## config.mk

```make
export PLATFORM = sky130hd
export DESIGN_NAME = prio_irq_ctrl
export DESIGN_NICKNAME = d
export VERILOG_FILES = /design/src/rtl/prio_irq_pkg.sv /design/src/rtl/irq_regs.sv /design/src/rtl/irq_arb.sv /design/src/rtl/prio_irq_ctrl.sv
export SDC_FILE = /design/constraint.sdc
export NUM_CORES = 2
export LEC_CHECK = 0
export ABC_AREA = 1
export BUFFER_PORTS_ARGS = -buffer_cell sky130_fd_sc_hd__buf_2
export CAP_MARGIN = 15
export CORE_MARGIN = 4
export CORE_UTILIZATION = 50
export CTS_CLUSTER_DIAMETER = 50
export CTS_CLUSTER_SIZE = 30
export DETAILED_ROUTE_END_ITERATION = 7
export GPL_ROUTABILITY_DRIVEN = 0
export MAX_ROUTING_LAYER = met4
export PLACE_DENSITY = 0.66
export SYNTH_ARGS = -nofsm -noshare
export SYNTH_HDL_FRONTEND = slang
export SYNTH_SLANG_ARGS = --single-unit
```

## constraint.sdc

```tcl
create_clock -name clk -period 111.8 [get_ports clk]
set_input_delay 27.95 -clock clk [delete_from_list [all_inputs] [get_ports clk]]
set_output_delay 27.95 -clock clk [all_outputs]
set_load 0.02 [all_outputs]
```

## src/rtl/prio_irq_pkg.sv

```systemverilog
package prio_irq_pkg;
  localparam logic [7:0] OFS_PEND_HI  = 8'h00;
  localparam logic [7:0] OFS_PEND_LO  = 8'h04;
  localparam logic [7:0] OFS_MASK_HI  = 8'h08;
  localparam logic [7:0] OFS_MASK_LO  = 8'h0C;
  localparam logic [7:0] OFS_FORCE_HI = 8'h10;
  localparam logic [7:0] OFS_FORCE_LO = 8'h14;
  localparam logic [7:0] OFS_MSET     = 8'h1C;
  localparam logic [7:0] OFS_MCLR     = 8'h1D;
  localparam logic [7:0] OFS_LVL_BASE = 8'h40;
  localparam logic [7:0] OFS_VEC_RD   = 8'hE0;
endpackage

```

## src/rtl/irq_regs.sv

```systemverilog
module irq_regs #(
  parameter int DATA_W = 32,
  parameter int LVL_W  = 8,
  parameter int VEC_W  = 8,
  localparam int NSRC  = 2 * DATA_W,
  localparam int IDX_W = $clog2(NSRC)
) (
  input  logic              clk,
  input  logic              rst,
  input  logic [NSRC-1:0]   irq_in,
  input  logic              bus_we,
  input  logic              bus_re,
  input  logic [7:0]        bus_addr,
  input  logic [DATA_W-1:0] bus_wdata,
  input  logic [VEC_W-1:0]  cur_vec,
  output logic [DATA_W-1:0] bus_rdata,
  output logic [NSRC-1:0]   pend,
  output logic [NSRC-1:0]   mask,
  output logic [NSRC-1:0]   frc,
  output logic [NSRC-1:0]   en,
  output logic [LVL_W-1:0]  lvl [NSRC]
);
  import prio_irq_pkg::*;

  logic             lvl_hit;
  logic [IDX_W-1:0] lvl_idx;
  logic [IDX_W-1:0] cmd_idx;

  assign lvl_hit = (bus_addr >= OFS_LVL_BASE) &&
                   ({1'b0, bus_addr} < ({1'b0, OFS_LVL_BASE} + 9'(NSRC)));
  assign lvl_idx = bus_addr[IDX_W-1:0];
  assign cmd_idx = bus_wdata[IDX_W-1:0];

  always_ff @(posedge clk) begin
    if (rst) pend <= '0;
    else     pend <= irq_in;
  end

  always_ff @(posedge clk) begin
    if (rst) begin
      mask <= '1;
      frc  <= '0;
    end else if (bus_we) begin
      case (bus_addr)
        OFS_MASK_HI:  mask[NSRC-1:DATA_W] <= bus_wdata;
        OFS_MASK_LO:  mask[DATA_W-1:0]    <= bus_wdata;
        OFS_FORCE_HI: frc[NSRC-1:DATA_W]  <= bus_wdata;
        OFS_FORCE_LO: frc[DATA_W-1:0]     <= bus_wdata;
        OFS_MSET:     mask[cmd_idx]       <= 1'b1;
        OFS_MCLR:     mask[cmd_idx]       <= 1'b0;
        default: ;
      endcase
    end
  end

  for (genvar g = 0; g < NSRC; g++) begin : g_lvl
    always_ff @(posedge clk) begin
      if (rst) begin
        lvl[g] <= '0;
        en[g]  <= 1'b0;
      end else if (bus_we && lvl_hit && lvl_idx == IDX_W'(g)) begin
        lvl[g] <= bus_wdata[LVL_W-1:0];
        en[g]  <= |bus_wdata[LVL_W-1:0];
      end
    end
  end

  always_ff @(posedge clk) begin
    if (rst) bus_rdata <= '0;
    else if (bus_re) begin
      bus_rdata <= '0;
      if (lvl_hit) bus_rdata <= DATA_W'(lvl[lvl_idx]);
      else begin
        case (bus_addr)
          OFS_PEND_HI:  bus_rdata <= pend[NSRC-1:DATA_W];
          OFS_PEND_LO:  bus_rdata <= pend[DATA_W-1:0];
          OFS_MASK_HI:  bus_rdata <= mask[NSRC-1:DATA_W];
          OFS_MASK_LO:  bus_rdata <= mask[DATA_W-1:0];
          OFS_FORCE_HI: bus_rdata <= frc[NSRC-1:DATA_W];
          OFS_FORCE_LO: bus_rdata <= frc[DATA_W-1:0];
          OFS_VEC_RD:   bus_rdata <= DATA_W'(cur_vec);
          default:      bus_rdata <= '0;
        endcase
      end
    end
  end

  // pending is a straight copy of the lines, whatever the bus does
  a_r1_pend_copy: assert property (@(posedge clk) disable iff (rst)
    !$past(rst) |-> pend == $past(irq_in));
  // a write to the high mask word keeps the low word
  a_r6_mask_hi_keeps_lo: assert property (@(posedge clk) disable iff (rst)
    (bus_we && bus_addr == OFS_MASK_HI) |=> mask[DATA_W-1:0] == $past(mask[DATA_W-1:0]));
  // a write to the low mask word keeps the high word
  a_r6_mask_lo_keeps_hi: assert property (@(posedge clk) disable iff (rst)
    (bus_we && bus_addr == OFS_MASK_LO) |=> mask[NSRC-1:DATA_W] == $past(mask[NSRC-1:DATA_W]));
  // set-mask by index
  a_r7_mset: assert property (@(posedge clk) disable iff (rst)
    (bus_we && bus_addr == OFS_MSET) |=> mask[$past(cmd_idx)]);
  // clear-mask by index
  a_r7_mclr: assert property (@(posedge clk) disable iff (rst)
    (bus_we && bus_addr == OFS_MCLR) |=> !mask[$past(cmd_idx)]);
endmodule

```

## src/rtl/irq_arb.sv

```systemverilog
module irq_arb #(
  parameter int NSRC  = 64,
  parameter int LVL_W = 8,
  localparam int IDX_W = $clog2(NSRC)
) (
  input  logic             clk,
  input  logic             rst,
  input  logic [NSRC-1:0]  active,
  input  logic [LVL_W-1:0] lvl [NSRC],
  output logic             win_vld,
  output logic [LVL_W-1:0] win_lvl,
  output logic [IDX_W-1:0] win_idx
);
  // Ascending scan with a greater-or-equal compare: the last of the
  // highest-level sources in index order ends up holding the slot.
  always_comb begin
    win_vld = 1'b0;
    win_lvl = '0;
    win_idx = '0;
    for (int i = 0; i < NSRC; i++) begin
      if (active[i] && (!win_vld || lvl[i] >= win_lvl)) begin
        win_vld = 1'b1;
        win_lvl = lvl[i];
        win_idx = IDX_W'(i);
      end
    end
  end

  // the chosen source is among the live ones
  a_r4_winner_live: assert property (@(posedge clk) disable iff (rst)
    win_vld |-> active[win_idx]);
  // a winner exists exactly when some source is live
  a_r5_any_live: assert property (@(posedge clk) disable iff (rst)
    win_vld == (|active));
endmodule

```

## src/rtl/prio_irq_ctrl.sv

```systemverilog
module prio_irq_ctrl #(
  parameter int DATA_W   = 32,
  parameter int LVL_W    = 8,
  parameter int VEC_W    = 8,
  parameter int VEC_BASE = 64,
  parameter int VEC_SPUR = 24,
  localparam int NSRC    = 2 * DATA_W,
  localparam int IDX_W   = $clog2(NSRC)
) (
  input  logic              clk,
  input  logic              rst,
  input  logic [NSRC-1:0]   irq_in,
  input  logic              bus_we,
  input  logic              bus_re,
  input  logic [7:0]        bus_addr,
  input  logic [DATA_W-1:0] bus_wdata,
  output logic [DATA_W-1:0] bus_rdata,
  output logic [LVL_W-1:0]  irq_level,
  output logic [VEC_W-1:0]  irq_vector
);
  logic [NSRC-1:0]  pend, mask, frc, en, active;
  logic [LVL_W-1:0] lvl [NSRC];
  logic             win_vld;
  logic [LVL_W-1:0] win_lvl;
  logic [IDX_W-1:0] win_idx;

  irq_regs #(.DATA_W(DATA_W), .LVL_W(LVL_W), .VEC_W(VEC_W)) u_regs (
    .clk(clk), .rst(rst), .irq_in(irq_in),
    .bus_we(bus_we), .bus_re(bus_re), .bus_addr(bus_addr),
    .bus_wdata(bus_wdata), .cur_vec(irq_vector), .bus_rdata(bus_rdata),
    .pend(pend), .mask(mask), .frc(frc), .en(en), .lvl(lvl)
  );

  assign active = (pend | frc) & en & ~mask;

  irq_arb #(.NSRC(NSRC), .LVL_W(LVL_W)) u_arb (
    .clk(clk), .rst(rst), .active(active), .lvl(lvl),
    .win_vld(win_vld), .win_lvl(win_lvl), .win_idx(win_idx)
  );

  always_ff @(posedge clk) begin
    if (rst) begin
      irq_level  <= '0;
      irq_vector <= VEC_W'(VEC_SPUR);
    end else if (win_vld) begin
      irq_level  <= win_lvl;
      irq_vector <= VEC_W'(VEC_BASE) + VEC_W'(win_idx);
    end else begin
      irq_level  <= '0;
      irq_vector <= VEC_W'(VEC_SPUR);
    end
  end

  // first cycle out of reset shows the idle outputs
  a_r10_reset_idle: assert property (@(posedge clk) disable iff (rst)
    $past(rst) |-> (irq_vector == VEC_W'(VEC_SPUR) && irq_level == '0));
  // zero level goes with the spurious vector and nothing else
  a_r5_spur_pair: assert property (@(posedge clk) disable iff (rst)
    (irq_level == '0) == (irq_vector == VEC_W'(VEC_SPUR)));
  // a real vector lies in the source range
  a_r5_vec_range: assert property (@(posedge clk) disable iff (rst)
    (irq_level != '0) |-> (irq_vector >= VEC_W'(VEC_BASE) &&
                           irq_vector <  VEC_W'(VEC_BASE + NSRC)));
  // a live source never carries a zero level, so a winner shows nonzero
  a_r3_live_nonzero: assert property (@(posedge clk) disable iff (rst)
    (|active) |=> irq_level != '0);
endmodule

```

* Word level (Yosys, flattened, before mapping)
Index checks and enable logic that the tools add are counted.
** Storage, ports and cells
- Input bits :: 108
- Output and inout bits :: 48
- Register bits after elaboration :: 816
- Word-level logic and storage cells :: 751
** Operators by class
- Reduce and logical (&&, ||, !) cells :: 266
- Order comparisons :: 68
- Bitwise operators :: 9
- Mux-type cells :: 200
- Add/sub/neg operators :: 1
- Eq/ne operators :: 71
** Operators by type and width (count)
- $mux 8 :: 66
- $ge 8x8->1 :: 63
- $pmux 32 s7 :: 1
- $and 64x64->64 :: 3
- $eq 6x6->1 const B :: 32
- $mux 6 :: 32
- $pmux 32 s3 :: 2
- $logic_and 1x1->1 :: 130
- $not 64->64 :: 2
- $or 64x64->64 :: 2
- $eq 6x5->1 const B :: 16
- $mux 5 :: 16
- $mux 1 :: 66
- $logic_not 1->1 :: 63
- $logic_or 1x1->1 :: 63
- $bmux 8 s6 :: 1
- $eq 6x4->1 const B :: 8
- $eq 8x5->1 const B :: 4
- $mux 32 :: 1
- $mux 4 :: 8
- $eq 6x3->1 const B :: 4
- $eq 8x4->1 const B :: 2
- $eq 6x2->1 const B :: 2
- $mux 3 :: 4
- 19 further kinds :: 24

* Depth between registers and ports, before layout
- Depth in word-level cells :: 258
- Gate-level depth with buffers :: 832
- Gate-level depth less buffers :: 819

* Hierarchy
Synthesis repeated with hierarchy kept, for this count alone.
** Second synthesis, totals
- Cell total of the unflattened synthesis :: 8626
- Area total of the unflattened synthesis :: 56133.8 um^2
** Modules (own cells, without submodules)
- irq_regs :: area each 35600.4 um^2, seq. area each 16015.4 um^2, cells an instance 5063, times used 1
- irq_arb :: area each 19097.1 um^2, seq. area each 0.0 um^2, cells an instance 3257, times used 1
- prio_irq_ctrl :: area each 1436.4 um^2, seq. area each 300.3 um^2, cells an instance 306, times used 1

* Worst setup path after synthesis
No wires, ideal clock.
- Kind :: register to register
- Start point :: register u_regs.mask[0]
- End point :: register irq_level[7]
- Stages on the path, launching flop included :: 830
- Required time :: 111691 ps
- Data arrival time :: 78448 ps
- Path slack :: 33243 ps
- Buffers on the path :: 74
- Library setup time :: 109 ps
- Clock period less this slack :: 78557 ps
- Cells stage by stage :: dfxtp_1 inv_1 nand2_2 nor2_4 inv_1 nor2_1 ha_1 inv_1 nand2_1 nand2_1 nand2_1 nand2_1 nand2_1 nand2_1 nand2_2 nand2_4 clkbuf_8 nand2_1 (+794 left out) buf_12 nand3_2 and2_1 ha_1 a21boi_0 o21a_1 o21a_1 o21ai_0 nand2_1 a21oi_1 o21bai_1 a21oi_1 nand2_4 nand2_4 buf_6 nand3_1 nand2_1 inv_1
** Between the ends
- Cells in the longest elaborated chain, start to end :: 257
- Elaborated cells between the ends (all ways) :: 384
- Those cells by class :: order compare: 63; mux: 128; bitwise: 3; reduce/logical: 190
** Ends and longest elaborated chain
- start: declaration :: RTL line irq_regs.sv:18 : output logic [NSRC-1:0] mask,
- start signal: indexed assignment :: RTL line irq_regs.sv:45 : OFS_MASK_HI: mask[NSRC-1:DATA_W] <= bus_wdata;
- start signal: indexed assignment :: RTL line irq_regs.sv:46 : OFS_MASK_LO: mask[DATA_W-1:0] <= bus_wdata;
- $not 64->64 * :: RTL line prio_irq_ctrl.sv:34 : assign active = (pend | frc) & en & ~mask;
- $and 64x64->64 * :: RTL line prio_irq_ctrl.sv:34
- $mux 8 or $mux 1 (tied branches) :: RTL line irq_arb.sv:21 : if (active[i] && (!win_vld || lvl[i] >= win_lvl)) begin
- $ge 8x8->1 or $logic_not 1->1 (tied branches) :: RTL line irq_arb.sv:21
- $logic_or 1x1->1 :: RTL line irq_arb.sv:21
- $logic_and 1x1->1 :: RTL line irq_arb.sv:21
- $mux 8 or $mux 1 (tied branches) :: RTL line irq_arb.sv:21
- $ge 8x8->1 or $logic_not 1->1 (tied branches) :: RTL line irq_arb.sv:21
- (+241 left out)
- $logic_and 1x1->1 :: RTL line irq_arb.sv:21
- $mux 8 or $mux 1 (tied branches) :: RTL line irq_arb.sv:21
- $ge 8x8->1 or $logic_not 1->1 (tied branches) :: RTL line irq_arb.sv:21
- $logic_or 1x1->1 :: RTL line irq_arb.sv:21
- $logic_and 1x1->1 :: RTL line irq_arb.sv:21
- $mux 1 :: RTL line irq_arb.sv:21
- $not 1->1 (no source line)
- $reduce_or 2->1 (no source line)
- end signal: assignment :: RTL line prio_irq_ctrl.sv:46 : irq_level <= win_lvl;
- end: declaration :: RTL line prio_irq_ctrl.sv:18 : output logic [LVL_W-1:0] irq_level,
Every way passes the cells marked *; elsewhere a longest branch is shown, timed or not.
A chain may end at the register's enable or synchronous reset.

==> metrics.txt <==
Worst Path Arrival 95,190 ps; Synth top area share between 30% and 40%; number of gates resized after CTS 0; critical path type register to register; Initial Util about half; Yosys warnings 0; Critical Path Sink Type register; Most used DFF post-synth dfxtp_1; P&R area growth vs syn 9.58%; Power Total ~690 uW; Worst path top cell family by delay simple AND/OR/NAND/NOR gates; post-synth net total between 8,000 and 9,000; # hold bufs at CTS 0; largest net degree at the start of global routing approximately 140; IO Pins ~160; clk_skew ~40 ps; via/cell ratio 6.17; gr ovfl total 0; Reg clk slew, reported paths about 60 ps; CTS Buf Count 101; overall global routing resource usage 39.0%; port bufs between 150 and 200; layout cell share with drive strength beyond 1 9.84%; final setup margin 17,200 ps; dominant cells by area after synthesis dfxtp_1, o21ai_0, ha_1; Die W around 330 um; htree depth 3; clock latency on the worst-skew pair about 720 ps; RSZ-0062 raised after global routing false; Hold Path Class register to register; hold depth 2; most used cell, CP nand2_1; Leakage about 0.025 uW; Slowest Stage Delay on Critical Path roughly 480 ps; max-slew violation count 0; slowest CP cell nand2_1; Die Area ~110,000 sq um; clock root cell clkbuf_16; Nets roughly 8,000; status complete, no violations; slew margin rel. about 2.6%; commonest non-fill, non-tap cell in the layout nand2_1; post-route antenna net violation count 0; Seq/Total Area, Yosys between 30% and 40%; setup TNS 0 ps; dpl ws around 19,000 ps; Tcrit/Tclk final between 80% and 90%; number of synthesized register bits about 800; worst r2r src u_regs.frc[0]$_SDFFE_PP0P_; vias in the first global route 49,400; worst reg-to-reg path cell count 731; Mean Syn Cell Area between 6 and 7 sq um; largest area contributor in the netlist dfxtp_1; HPWL after DPL around 150 mm; clk buf depth 3; DIE HEIGHT ~330 um; Synth Instances 7,544; P per Cell Area between 10 and 15 nW/um^2; post-CTS setup buffers 0; CP bufs+invs 80; Synth cell types 57; CP startpoint u_regs.frc[0]$_SDFFE_PP0P_; R2R Setup Slk 17,200 ps; Routed WL between 200 and 250 mm; initial antenna violation count 7; Site Rows about 120; Critical Path RT 112,400 ps; Worst setup SP type register; minimum clock period 94,600 ps; hold endpoint u_regs.bus_rdata[9]$_SDFFE_PP0P_; TritonCTS clock tree built; Fin. Hold Viols 0; drt drc 0; WL per Instance between 20 and 25 um; tightest hold margin about 470 ps; Layout fillers between 9,000 and 10,000; via count between 50,000 and 60,000; # clock sinks 815; DRT Pass-1 Iters 6; HP Start u_regs.bus_rdata[9]$_SDFFE_PP0P_; async set-reset flop share out of synthesis 0%; most frequent cells in the layout nand2_1, o21ai_0, a21oi_1; global-route wire length before repair between 300 and 400 mm; number of synthesized flops with an enable pin 0; max-cap violations 0; Core ar. around 100,000 sq um; worst slew pin tran about 1400 ps; DR iter-0 viols about 7,700; synthesized area between 50,000 and 60,000 sq um; reg2reg end irq_vector[4]$_SDFF_PP1_; critical path depth roughly 940; FMAX around 0.011 GHz; final setup fails 0; VDD IR max ~0.013 mV; Worst Path Max Fanout 23
## state kept, by name, summed over array words and instances (netlist names)
| signal | flops |
|---|---|
| irq_level | 8 |
| u_regs.bus_rdata | 32 |
| u_regs.mask | 64 |
| irq_vector | 7 |
| u_regs.pend | 64 |
| u_regs.lvl | 512 |
| u_regs.en | 64 |
| u_regs.frc | 64 |
## tightest hold or removal path: stages, from the launching register on
cell     delay, ps
dfxtp_1        310
nand2_1         60
a21oi_1         60
## cell usage after synthesis (all sizes together) (2+ instances only)
cell type	count
a22oi	96
clkinv	10
nor4	22
a221oi	34
a2111oi	7
a21boi	3
dfxtp	815
o22ai	138
nand3	279
o21a	9
a211oi	13
clkbuf	365
nand2	1549
o211a	2
inv	647
o221ai	4
nand4	33
nor3	31
and3	2
o21ai	1401
ha	449
a41oi	13
o21bai	3
a21oi	887
o211ai	17
buf	70
nor2	530
o41ai	2
and2	9
a31oi	98
## final cells by class
class,count,area [sq um],share of cell area (%)
multi-input combinational,5636,30900,54.4
sequential,815,16300,28.8
clock buffer,105,2560,4.52
inverter,658,2500,4.41
tap,1368,1710,3.02
timing repair buffer,258,1590,2.80
clock inverter,86,1180,2.07
antenna,7,17.5,0.0309
## through the flow
| step | area, sq um | utilization, % | std cells |
|---|---|---|---|
| final | 56700 | 55.5 | 8933 |
| after global routing | 56700 | 55.5 | 8930 |
| after CTS | 56600 | 55.3 | 8913 |
| after detailed placement | 52900 | 51.7 | 8722 |
| after global placement | 52900 | 51.7 | 8721 |
| after floorplan | 51800 | - | 7544 |
## report_power, final
| group | total [uW] | internal [uW] | switching [uW] |
|---|---|---|---|
| Combinational | 34.3 | 6.23 | 28.1 |
| Clock | 361 | 202 | 159 |
| Sequential | 295 | 292 | 2.41 |
## worst max-delay path by stage
stage / end / slack, ps
finish: irq_vector[4]$_SDFF_PP1_ / 17200
global route: irq_vector[4]$_SDFF_PP1_ / 4440
global placement: irq_vector[4]$_SDFF_PP1_ / 21960
floorplan: irq_level[7]$_SDFF_PP0_ / 33240
detailed placement: irq_vector[4]$_SDFF_PP1_ / 19170
CTS: irq_vector[4]$_SDFF_PP1_ / 18760
## cells by family after synthesis
logic type      count (synthesis)  synth area share, %
compound gates               2730                 28.2
simple gates                 2456                 20.4
buf+inv                      1093                 9.01
flops                         815                 31.5
fa+ha+maj                     449                 10.8
other cells                     1              0.00724
## per-layer routing
layer	wire length [um]	GRT usage [%]	up-vias	share of wire [%]
met5	0	-	-	0
met4	15300	21.9	0	7.2
met3	27500	9.21	746	13
met2	85400	54.5	3471	40
met1	85100	51.4	25100	40
li1	-	-	25800	-
No activity file was read; power rests on OpenSTA's default activity.
